## src/rtl/pcm_pkg.sv

```systemverilog
package pcm_pkg;

  typedef enum logic [1:0] {
    CV_IDLE,
    CV_SAMPLE,
    CV_WAIT,
    CV_READ
  } conv_state_e;

  function automatic int unsigned cnt_width(input int unsigned n);
    return (n > 1) ? $clog2(n) : 1;
  endfunction

endpackage

```

## src/rtl/pcm_slot_ctr.sv

```systemverilog
module pcm_slot_ctr #(
  parameter int unsigned DATA_W  = 8,
  parameter int unsigned FRAME_W = 2,
  localparam int unsigned TERM   = DATA_W + FRAME_W,
  localparam int unsigned SLOT_W = $clog2(TERM + 1)
) (
  input  logic              clk_i,
  input  logic              rst_ni,
  input  logic              tick_i,
  output logic [SLOT_W-1:0] slot_o,
  output logic              term_o
);

  logic [SLOT_W-1:0] slot_q;

  assign term_o = (slot_q == SLOT_W'(TERM));
  assign slot_o = slot_q;

  // terminal slot lasts one clock, independent of tick
  always_ff @(posedge clk_i or negedge rst_ni) begin
    if (!rst_ni)      slot_q <= '0;
    else if (term_o)  slot_q <= '0;
    else if (tick_i)  slot_q <= slot_q + SLOT_W'(1);
  end

  assert_slot_range_R1: assert property (@(posedge clk_i) disable iff (!rst_ni)
    slot_q <= SLOT_W'(TERM));

  assert_slot_step_R1: assert property (@(posedge clk_i) disable iff (!rst_ni)
    (tick_i && !term_o) |=> (slot_q == $past(slot_q) + SLOT_W'(1)));

  assert_slot_hold_R1: assert property (@(posedge clk_i) disable iff (!rst_ni)
    (!tick_i && !term_o) |=> $stable(slot_q));

  assert_slot_wrap_R4: assert property (@(posedge clk_i) disable iff (!rst_ni)
    term_o |=> (slot_q == '0));

endmodule

```

## src/rtl/pcm_conv_ctrl.sv

```systemverilog
module pcm_conv_ctrl
  import pcm_pkg::*;
#(
  parameter int unsigned DATA_W       = 8,
  parameter int unsigned SAMPLE_TICKS = 1,
  parameter int unsigned RD_HOLD      = 2,
  localparam int unsigned SMP_W       = cnt_width(SAMPLE_TICKS),
  localparam int unsigned RD_W        = cnt_width(RD_HOLD)
) (
  input  logic              clk_i,
  input  logic              rst_ni,
  input  logic              tick_i,
  input  logic              launch_i,
  input  logic              done_ni,
  input  logic [DATA_W-1:0] data_i,
  output logic              sample_en_o,
  output logic              wr_no,
  output logic              rd_no,
  output logic              rd_done_o,
  output logic [DATA_W-1:0] cap_o
);

  conv_state_e       state_q, state_d;
  logic [SMP_W-1:0]  smp_q, smp_d;
  logic [RD_W-1:0]   rd_q, rd_d;
  logic [DATA_W-1:0] cap_q;

  assign rd_done_o   = (state_q == CV_READ) && (rd_q == '0);
  assign sample_en_o = (state_q == CV_SAMPLE);
  assign wr_no       = (state_q != CV_SAMPLE);
  assign rd_no       = (state_q != CV_READ);
  assign cap_o       = cap_q;

  always_comb begin
    state_d = state_q;
    smp_d   = smp_q;
    rd_d    = rd_q;
    unique case (state_q)
      CV_SAMPLE: if (tick_i) begin
        if (smp_q == '0) state_d = CV_WAIT;
        else             smp_d   = smp_q - SMP_W'(1);
      end
      CV_WAIT: if (!done_ni) begin
        state_d = CV_READ;
        rd_d    = RD_W'(RD_HOLD - 1);
      end
      CV_READ: begin
        if (rd_done_o) state_d = CV_IDLE;
        else           rd_d    = rd_q - RD_W'(1);
      end
      default: ;
    endcase
    // frame boundary pre-empts any unfinished handshake
    if (launch_i) begin
      state_d = CV_SAMPLE;
      smp_d   = SMP_W'(SAMPLE_TICKS - 1);
    end
  end

  always_ff @(posedge clk_i or negedge rst_ni) begin
    if (!rst_ni) begin
      state_q <= CV_IDLE;
      smp_q   <= '0;
      rd_q    <= '0;
      cap_q   <= '0;
    end else begin
      state_q <= state_d;
      smp_q   <= smp_d;
      rd_q    <= rd_d;
      if (rd_done_o) cap_q <= data_i;
    end
  end

  assert_strobe_excl_R6: assert property (@(posedge clk_i) disable iff (!rst_ni)
    !(!wr_no && !rd_no));

  assert_rd_after_done_R6: assert property (@(posedge clk_i) disable iff (!rst_ni)
    $fell(rd_no) |-> $past(!done_ni));

  assert_window_open_R5: assert property (@(posedge clk_i) disable iff (!rst_ni)
    launch_i |=> (sample_en_o && !wr_no));

  assert_wr_rise_closes_R5: assert property (@(posedge clk_i) disable iff (!rst_ni)
    $rose(wr_no) |-> $fell(sample_en_o));

endmodule

```

## src/rtl/pcm_serializer.sv

```systemverilog
module pcm_serializer #(
  parameter int unsigned DATA_W        = 8,
  parameter int unsigned FRAME_W       = 2,
  parameter logic [FRAME_W-1:0] FRAME_PAT = 2'b01,
  parameter bit          INVERT_DATA   = 1'b1,
  localparam int unsigned TERM         = DATA_W + FRAME_W,
  localparam int unsigned SLOT_W       = $clog2(TERM + 1)
) (
  input  logic              clk_i,
  input  logic              rst_ni,
  input  logic [SLOT_W-1:0] slot_i,
  input  logic              load_i,
  input  logic [DATA_W-1:0] code_i,
  output logic [DATA_W-1:0] code_o,
  output logic              ser_o
);

  logic [DATA_W-1:0] code_q;
  logic [DATA_W-1:0] data_bits;
  logic [TERM:0]     slot_bits;

  always_ff @(posedge clk_i or negedge rst_ni) begin
    if (!rst_ni)     code_q <= '0;
    else if (load_i) code_q <= code_i;
  end

  generate
    if (INVERT_DATA) begin : g_inv
      assign data_bits = ~code_q;
    end else begin : g_pass
      assign data_bits = code_q;
    end
  endgenerate

  // terminal slot repeats the last framing level
  assign slot_bits = {FRAME_PAT[FRAME_W-1], FRAME_PAT, data_bits};
  assign ser_o     = slot_bits[slot_i];
  assign code_o    = code_q;

endmodule

```

## src/rtl/pcm_frame_seq.sv

```systemverilog
module pcm_frame_seq #(
  parameter int unsigned DATA_W        = 8,
  parameter int unsigned FRAME_W       = 2,
  parameter logic [FRAME_W-1:0] FRAME_PAT = 2'b01,
  parameter int unsigned SAMPLE_TICKS  = 1,
  parameter int unsigned RD_HOLD       = 2,
  parameter bit          INVERT_DATA   = 1'b1,
  localparam int unsigned TERM         = DATA_W + FRAME_W,
  localparam int unsigned SLOT_W       = $clog2(TERM + 1)
) (
  input  logic              clk_i,
  input  logic              rst_ni,
  input  logic              tick_i,
  input  logic [DATA_W-1:0] adc_data_i,
  input  logic              adc_done_ni,
  output logic              sample_en_o,
  output logic              adc_wr_no,
  output logic              adc_rd_no,
  output logic              ser_o,
  output logic              frame_start_o
);

  logic [SLOT_W-1:0] slot;
  logic              term;
  logic              rd_done;
  logic [DATA_W-1:0] cap;
  logic [DATA_W-1:0] next_code;
  logic [DATA_W-1:0] frame_code;

  pcm_slot_ctr #(
    .DATA_W (DATA_W),
    .FRAME_W(FRAME_W)
  ) u_slot (
    .clk_i (clk_i),
    .rst_ni(rst_ni),
    .tick_i(tick_i),
    .slot_o(slot),
    .term_o(term)
  );

  pcm_conv_ctrl #(
    .DATA_W      (DATA_W),
    .SAMPLE_TICKS(SAMPLE_TICKS),
    .RD_HOLD     (RD_HOLD)
  ) u_conv (
    .clk_i      (clk_i),
    .rst_ni     (rst_ni),
    .tick_i     (tick_i),
    .launch_i   (term),
    .done_ni    (adc_done_ni),
    .data_i     (adc_data_i),
    .sample_en_o(sample_en_o),
    .wr_no      (adc_wr_no),
    .rd_no      (adc_rd_no),
    .rd_done_o  (rd_done),
    .cap_o      (cap)
  );

  // read finishing on the boundary bypasses the capture register
  assign next_code = rd_done ? adc_data_i : cap;

  pcm_serializer #(
    .DATA_W     (DATA_W),
    .FRAME_W    (FRAME_W),
    .FRAME_PAT  (FRAME_PAT),
    .INVERT_DATA(INVERT_DATA)
  ) u_ser (
    .clk_i (clk_i),
    .rst_ni(rst_ni),
    .slot_i(slot),
    .load_i(term),
    .code_i(next_code),
    .code_o(frame_code),
    .ser_o (ser_o)
  );

  assign frame_start_o = term;

  assert_code_hold_R7: assert property (@(posedge clk_i) disable iff (!rst_ni)
    !term |=> $stable(frame_code));

  assert_boundary_forward_R8: assert property (@(posedge clk_i) disable iff (!rst_ni)
    (term && rd_done) |=> (frame_code == $past(adc_data_i)));

  assert_start_pulse_R4: assert property (@(posedge clk_i) disable iff (!rst_ni)
    frame_start_o |=> !frame_start_o);

endmodule

```

## config.mk

```make
export PLATFORM = sky130hd
export DESIGN_NAME = pcm_frame_seq
export DESIGN_NICKNAME = d
export VERILOG_FILES = /design/src/rtl/pcm_pkg.sv /design/src/rtl/pcm_slot_ctr.sv /design/src/rtl/pcm_conv_ctrl.sv /design/src/rtl/pcm_serializer.sv /design/src/rtl/pcm_frame_seq.sv
export SDC_FILE = /design/constraint.sdc
export NUM_CORES = 1
export LEC_CHECK = 0
export CELL_PAD_IN_SITES_DETAIL_PLACEMENT = 1
export CELL_PAD_IN_SITES_GLOBAL_PLACEMENT = 1
export CORE_ASPECT_RATIO = 1.2
export CORE_UTILIZATION = 37
export CTS_CLUSTER_DIAMETER = 80
export CTS_CLUSTER_SIZE = 10
export DETAILED_ROUTE_END_ITERATION = 16
export PLACE_DENSITY_LB_ADDON = 0.05
export SKIP_CTS_REPAIR_TIMING = 1
export SYNTH_ARGS = -nofsm -noshare
export SYNTH_HDL_FRONTEND = slang
export SYNTH_SLANG_ARGS = --single-unit
```

## constraint.sdc

```tcl
create_clock -name clk_i -period 1.51 [get_ports clk_i]
set_input_delay 0.2265 -clock clk_i [delete_from_list [all_inputs] [get_ports clk_i]]
set_output_delay 0.2265 -clock clk_i [all_outputs]
set_load 0.01 [all_outputs]
```

==> flow_metrics.py, run 1 <==
metrics = {
    "floorplan": {
        "die_w_um": 50.6,
        "coreArea_um2": 2600,
        "rows": 20,
        "die_area_um2": 3060,
        "die_y_um": 60.4,
        "start_util_pct": 40.3,
        "io_pins": 17,
    },
    "sta": {
        "tightest_slew_ns": 0.289,
        "fmaxAchievable_mhz": 547,
        "setup_viol": 10,
        "rsz0062_at_grt": "true",
        "fin_crit_ns": 1.83,
        "finClkSkew_ns": 0.00566,
        "slew_headroom_pct": 80.7,
        "hold_viol": 0,
        "slew_violations": 0,
        "fin_ws_ns": -0.319,
        "post-route-period-util_pct": 121,
    },
    "cts": {
        "cts_num_sinks": 23,
        "htree_num_levels": 1,
        "clkSlewWorstSetupHoldPaths_ns": 0.13,
        "cts_tree": "done",
        "clock_latency_ns": 0.30,
        "clockBufferDepth": 2,
        "cts_buffers": 3,
        "root_buffer": "clkbuf_4",
    },
    "run_status": {
        "status": "finished with violations",
        "violations": "setup timing",
    },
    "placement": {
        "post-place-ws_ns": -0.395,
        "numPlacedInstances": 134,
        "port_buffers": 16,
        "place.gp.congestion": 0.765,
        "dp.final_hpwl_mm": 1.49,
    },
    "logic_synthesis": {
        "synth_nets": 93,
        "avgSynthCellArea_um2": 13.0,
        "synth_seq_area_share_pct": 54.8,
        "netlist_area_um2": 1050,
        "synth_warnings": 0,
        "ys_seq_elements": 23,
        "ys_types": 27,
        "syn_inst": 81,
    },
    "cells_and_area": {
        "area_growth_pct": 32.2,
        "antennaDiodeCount": 0,
        "multiInputGateArea_um2": 438,
        "register_area_um2": 578,
        "nFillCells": 276,
        "final_cells": 142,
        "nNetsFinal": 122,
        "drive_gt1_share_pct": 40.4,
        "final_cell_mix": "21 x dfrtp_1, 16 x mux2_2, 11 x clkdlybuf4s50_1, 9 x buf_4, 5 x buf_6",
        "final_common_cell": "dfrtp_1",
        "fin_util_pct": 53.3,
    },
    "critical_path": {
        "crit_family": "multiplexers",
        "crit_slowest_cell": "mux4_2",
        "r2r-end": "u_ser.code_o[7]",
        "startpoint_type": "flip-flop",
        "end_kind": "output port",
        "crit_arrival_ns": 1.60,
        "worstSetupPathType": "flip-flop to output port",
        "rr_worst_depth": 4,
        "rrSetupSlack_ns": -0.04,
        "r2r_start": "u_slot.slot_o[0]",
        "cp.required_ns": 1.28,
        "cp_cell_sequence": "mux4_2, nor2b_1, o21ai_2, buf_2",
        "max_stage_delay_ns": 0.50,
        "cp_num_buf_inv": 1,
        "path_max_fanout": 2,
    },
    "job": {
        "maxCapViolations": 0,
    },
    "power": {
        "p_per_area_nw_per_um2": 1920,
        "p_leak_uw": 0.000632,
        "ir_drop_uv": 833,
    },
    "global_route": {
        "grt_max_degree": 24,
        "grt_util_met3_pct": 3.01,
        "grt_pass1_vias": 723,
        "met1_usage_pct": 20.2,
        "grt_pass1_wl_mm": 3.33,
        "grt_util_met2_pct": 24.6,
        "busiest_layer": "met2",
        "grtUsageTotal_pct": 15.0,
        "antenna_found_initial": 0,
        "gr-total-overflow": 0,
    },
    "detailed_routing": {
        "num_vias": 699,
        "wirelength_mm": 2.09,
        "drtIter0Drc": 6,
        "viasPerCell": 4.92,
        "antenna_left": 0,
        "wire_per_inst_um": 14.7,
        "firstDrtPassIters": 4,
        "drc_errors": 0,
    },
    "hold_path": {
        "hp-class": "primary input to async pin",
    },
}
==> synthesized netlist by cell type <==
library cell,instances,share of area (%)
xnor2_1,2,1.7
a21boi_0,1,0.72
mux2i_1,3,2.9
xor2_1,1,0.83
o21ai_1,1,0.48
mux4_2,1,2.1
o221ai_1,1,0.83
and4bb_2,1,1.2
a22oi_1,1,0.72
a31oi_1,1,0.60
nand3b_4,1,1.9
nand2b_1,2,1.2
buf_4,3,2.1
buf_2,1,0.48
inv_1,3,1.1
dfrtp_1,23,55
o2bb2ai_1,1,0.83
or4_1,1,0.72
nor2b_1,2,1.2
o21ai_0,3,1.4
clkbuf_1,2,0.72
mux2_2,16,17
nor2_1,2,0.72
or2b_1,1,0.72
a21oi_1,2,0.95
nand3_1,1,0.48
nand2_1,4,1.4
==> cell type report <==
cell class                      instances  share of cell area [%]
Sequential cell                        23                    41.7
Clock buffer                            3                    1.62
Multi-Input combinational cell         49                    31.6
Tap cell                               33                    2.98
Timing Repair Buffer                   30                    21.0
Clock inverter                          1                   0.361
Inverter                                3                   0.812
==> cell families (layout without fill, tap and decap cells) <==
kind of cell / count (synthesis) / in the layout / share of synthesized area [%]
AOI/OAI and AO/OA: 11 / 11 / 6.56
xor gates and xnor gates: 3 / 3 / 2.50
muxes: 20 / 20 / 22.2
DFF: 23 / 23 / 54.8
and+or+nand+nor: 15 / 15 / 9.53
buffers and inverters: 9 / 37 / 4.41
==> metal layers <==
layer / share of wire, % / vias to the layer above
li1: - / 335
met5: 0 / -
met4: 0.57 / 0
met2: 48 / 10
met3: 2.9 / 2
met1: 48 / 352
==> worst max-delay path by stage <==
stage                     start    end  slack [ns]  cells after the start
5_1_grt        u_slot.slot_o[1]  ser_o       -0.39                      4
3_3_place_gp   u_slot.slot_o[1]  ser_o       -0.37                      4
6_report       u_slot.slot_o[1]  ser_o       -0.32                      4
4_1_cts        u_slot.slot_o[1]  ser_o       -0.74                      4
3_5_place_dp   u_slot.slot_o[1]  ser_o       -0.39                      4
2_1_floorplan  u_slot.slot_o[1]  ser_o        0.02                      4
==> state kept, by name, indices dropped and copies added, names as in the netlist <==
signal,flops
u_conv.rd_q,1
u_conv.cap_o,8
u_ser.code_o,8
u_slot.slot_o,4
u_conv.state_q,2
==> worst reg2reg max path: cells and delay by family (launching register included) <==
family / cells / cell delay (ns)
multiplexers: 1 / 0.34
flip-flops: 1 / 0.42
AND/OR/NAND/NOR: 1 / 0.36
buffers and inverters: 2 / 0.32
==> per-stage QoR <==
stage               hold slack [ns]  total power, uW  cell area [um2]  TNS, ns
detailed placement            0.484             2300             1290    -1.27
global route                  0.266             2870             1390   -0.978
floorplan                   -0.0691             1850             1050        0
global placement              0.475             2250             1290    -1.07
finish                        0.259             2660             1390   -0.637
CTS                           0.265             2580             1320    -2.96
==> power breakdown <==
part	internal, uW	switching [uW]
Clock	98.7	181
Combinational	767	531
Sequential	926	160
Power figures use the tool's default switching activity.
==> run 2: changes to the inputs <==
--- a/config.mk
+++ b/config.mk
@@ -8,7 +8,7 @@
 export CELL_PAD_IN_SITES_DETAIL_PLACEMENT = 1
 export CELL_PAD_IN_SITES_GLOBAL_PLACEMENT = 1
 export CORE_ASPECT_RATIO = 1.2
-export CORE_UTILIZATION = 37
+export CORE_UTILIZATION = 44
 export CTS_CLUSTER_DIAMETER = 80
 export CTS_CLUSTER_SIZE = 10
 export DETAILED_ROUTE_END_ITERATION = 16
==> constraint.sdc (replaced) <==
create_clock -name clk_i -period 2.3 [get_ports clk_i]
set_input_delay 0.345 -clock clk_i [delete_from_list [all_inputs] [get_ports clk_i]]
set_output_delay 0.345 -clock clk_i [all_outputs]
set_load 0.01 [all_outputs]
==> run 2 against run 1 <==
The flow now finishes without violations; global-route usage up 3.9 points; worst setup slack improved by 0.56 ns; sequential cell count is the same; final cell count is 9.2% lower; final area is 8.7% lower; sequential power shrank 29%; utilization increased by 2.2 points; total power down 41%; clock skew decreased by 0.0042 ns.
==> flow_metrics.py, run 2 (synthesis results as in run 1) <==
metrics = {
    "power": {
        "ir_drop_uv": 757,
        "p_per_area_nw_per_um2": 1250,
        "p_sw_uw": 528,
        "pwr-share-comb_pct": 39.8,
        "p_int_uw": 1050,
        "clkPwrFrac_pct": 11.5,
        "p_sw_share_pct": 33.5,
        "power_frac_seq_pct": 48.7,
        "p_leak_uw": 0.000556,
    },
    "detailed_routing": {
        "wirelength_mm": 1.98,
        "drc_errors": 0,
        "antenna_left": 0,
        "drtIter0Drc": 11,
        "wire_per_inst_um": 15.3,
        "viasPerCell": 5.18,
        "firstDrtPassIters": 3,
        "num_vias": 668,
    },
    "placement": {
        "dp.final_hpwl_mm": 1.45,
        "place.gp.congestion": 0.752,
        "post-place-ws_ns": 0.240,
        "port_buffers": 16,
    },
    "sta": {
        "hold_ws_ns": 0.378,
        "fin_crit_ns": 2.06,
        "hold_viol": 0,
        "fin_ws_ns": 0.245,
        "setup_viol": 0,
        "tightest_slew_ns": 0.295,
        "finClkSkew_ns": 0.00142,
        "fin_tns_setup_ns": 0,
        "post-route-period-util_pct": 89.4,
        "rsz0062_at_grt": "false",
        "slew_headroom_pct": 80.3,
        "fmaxAchievable_mhz": 487,
        "slew_violations": 0,
    },
    "critical_path": {
        "path_max_fanout": 9,
        "crit_arrival_ns": 1.71,
        "worstSetupPathType": "flip-flop to output port",
        "end_kind": "output port",
        "startpoint_type": "flip-flop",
        "cp.required_ns": 1.96,
    },
    "global_route": {
        "grtUsageTotal_pct": 18.9,
        "antenna_found_initial": 0,
        "grt_pass1_wl_mm": 3.42,
        "gr-total-overflow": 0,
        "grt_max_degree": 24,
        "grt_pass1_vias": 708,
    },
    "hold_path": {
        "hp-class": "primary input to async pin",
    },
    "cells_and_area": {
        "final_cell_mix": "22 x dfrtp_1, 16 x mux2_2, 15 x clkdlybuf4s50_1, 4 x nand2_1",
        "antennaDiodeCount": 0,
        "area_growth_pct": 20.7,
        "nNetsFinal": 111,
        "drive_gt1_share_pct": 27.6,
        "final_common_cell": "dfrtp_1",
    },
    "cts": {
        "cts_buffers": 3,
        "cts_tree": "done",
        "clkSlewWorstSetupHoldPaths_ns": 0.12,
        "clock_latency_ns": 0.30,
        "root_buffer": "clkbuf_4",
        "cts_num_sinks": 23,
        "htree_num_levels": 1,
        "clockBufferDepth": 2,
    },
    "floorplan": {
        "io_pins": 17,
        "die_area_um2": 2590,
        "coreArea_um2": 2280,
        "start_util_pct": 46.0,
        "die_y_um": 55.5,
        "die_w_um": 46.6,
        "rows": 19,
    },
    "job": {
        "maxCapViolations": 0,
    },
    "run_status": {
        "status": "finished, final reports clean",
    },
}
-- run 2: cell count changes in the layout (fill, tap and decap cells not counted), moves of 2 or more --
cell,before,now
buf_4,9,3
buf_6,5,0
clkdlybuf4s50_1,11,15
dlymetal6s2s_1,3,1
-- run 2: layer usage --
layer / vias to the layer above / wire, um / part of all wire (%) / track usage [%]
met5: - / 0 / 0 / 0
li1: 314 / - / - / -
met3: 2 / 36 / 1.8 / 2.94
met1: 342 / 873 / 44 / 26.3
met2: 10 / 1050 / 53 / 29.4
met4: 0 / 17 / 0.86 / 6.30
-- run 2: final cells by class --
type	count	area (um2)
fillers	249	1010
clock buffers	3	22.5
multi-input cells	49	428
well taps	31	38.8
inverters	3	11.3
repair buffers	19	185
clock inverters	1	5.00
flip-flops and latches	23	577
-- run 2: worst paths after layout --
check | from | to | slack [ns] | cells after the start
worst min-delay path | rst_ni | u_conv.cap_o[3] | 0.38 | 2
worst min register to register | u_conv.cap_o[0] | u_conv.cap_o[0] | 0.51 | 1
worst max-delay path | u_slot.slot_o[2] | frame_start_o | 0.24 | 2
worst max register to register | u_slot.slot_o[2] | u_ser.code_o[5] | 0.76 | 3
min in group clk_i | u_conv.cap_o[0] | u_conv.cap_o[0] | 0.51 | 1
max in group asynchronous | rst_ni | u_slot.slot_o[0] | 1.68 | 2
-- run 2: metrics by stage --
stage / power (uW) / utilization [%] / std cells / cell area, um2
finish: 1580 / 55.5 / 129 / 1270
global route: 1710 / 55.5 / 129 / 1270
CTS: 1610 / 55.4 / 129 / 1260
detailed placement: 1420 / 54.2 / 125 / 1240
global placement: 1380 / 54.2 / 125 / 1240
floorplan: 1200 / - / 81 / 1050
-- run 2: worst max-delay path, cell delays in order, from the launching register on --
cell and delay (ns):
dfrtp_1 0.50, and4bb_2 0.37, clkdlybuf4s50_1 0.54
-- run 2: power groups by stage --
stage | Combinational [uW] | Sequential (uW) | Clock, uW
6_report | 628 | 769 | 182
5_1_grt | 703 | 800 | 208
4_1_cts | 648 | 770 | 196
3_5_place_dp | 642 | 780 | 0
3_3_place_gp | 619 | 758 | 0
2_1_floorplan | 533 | 670 | 0
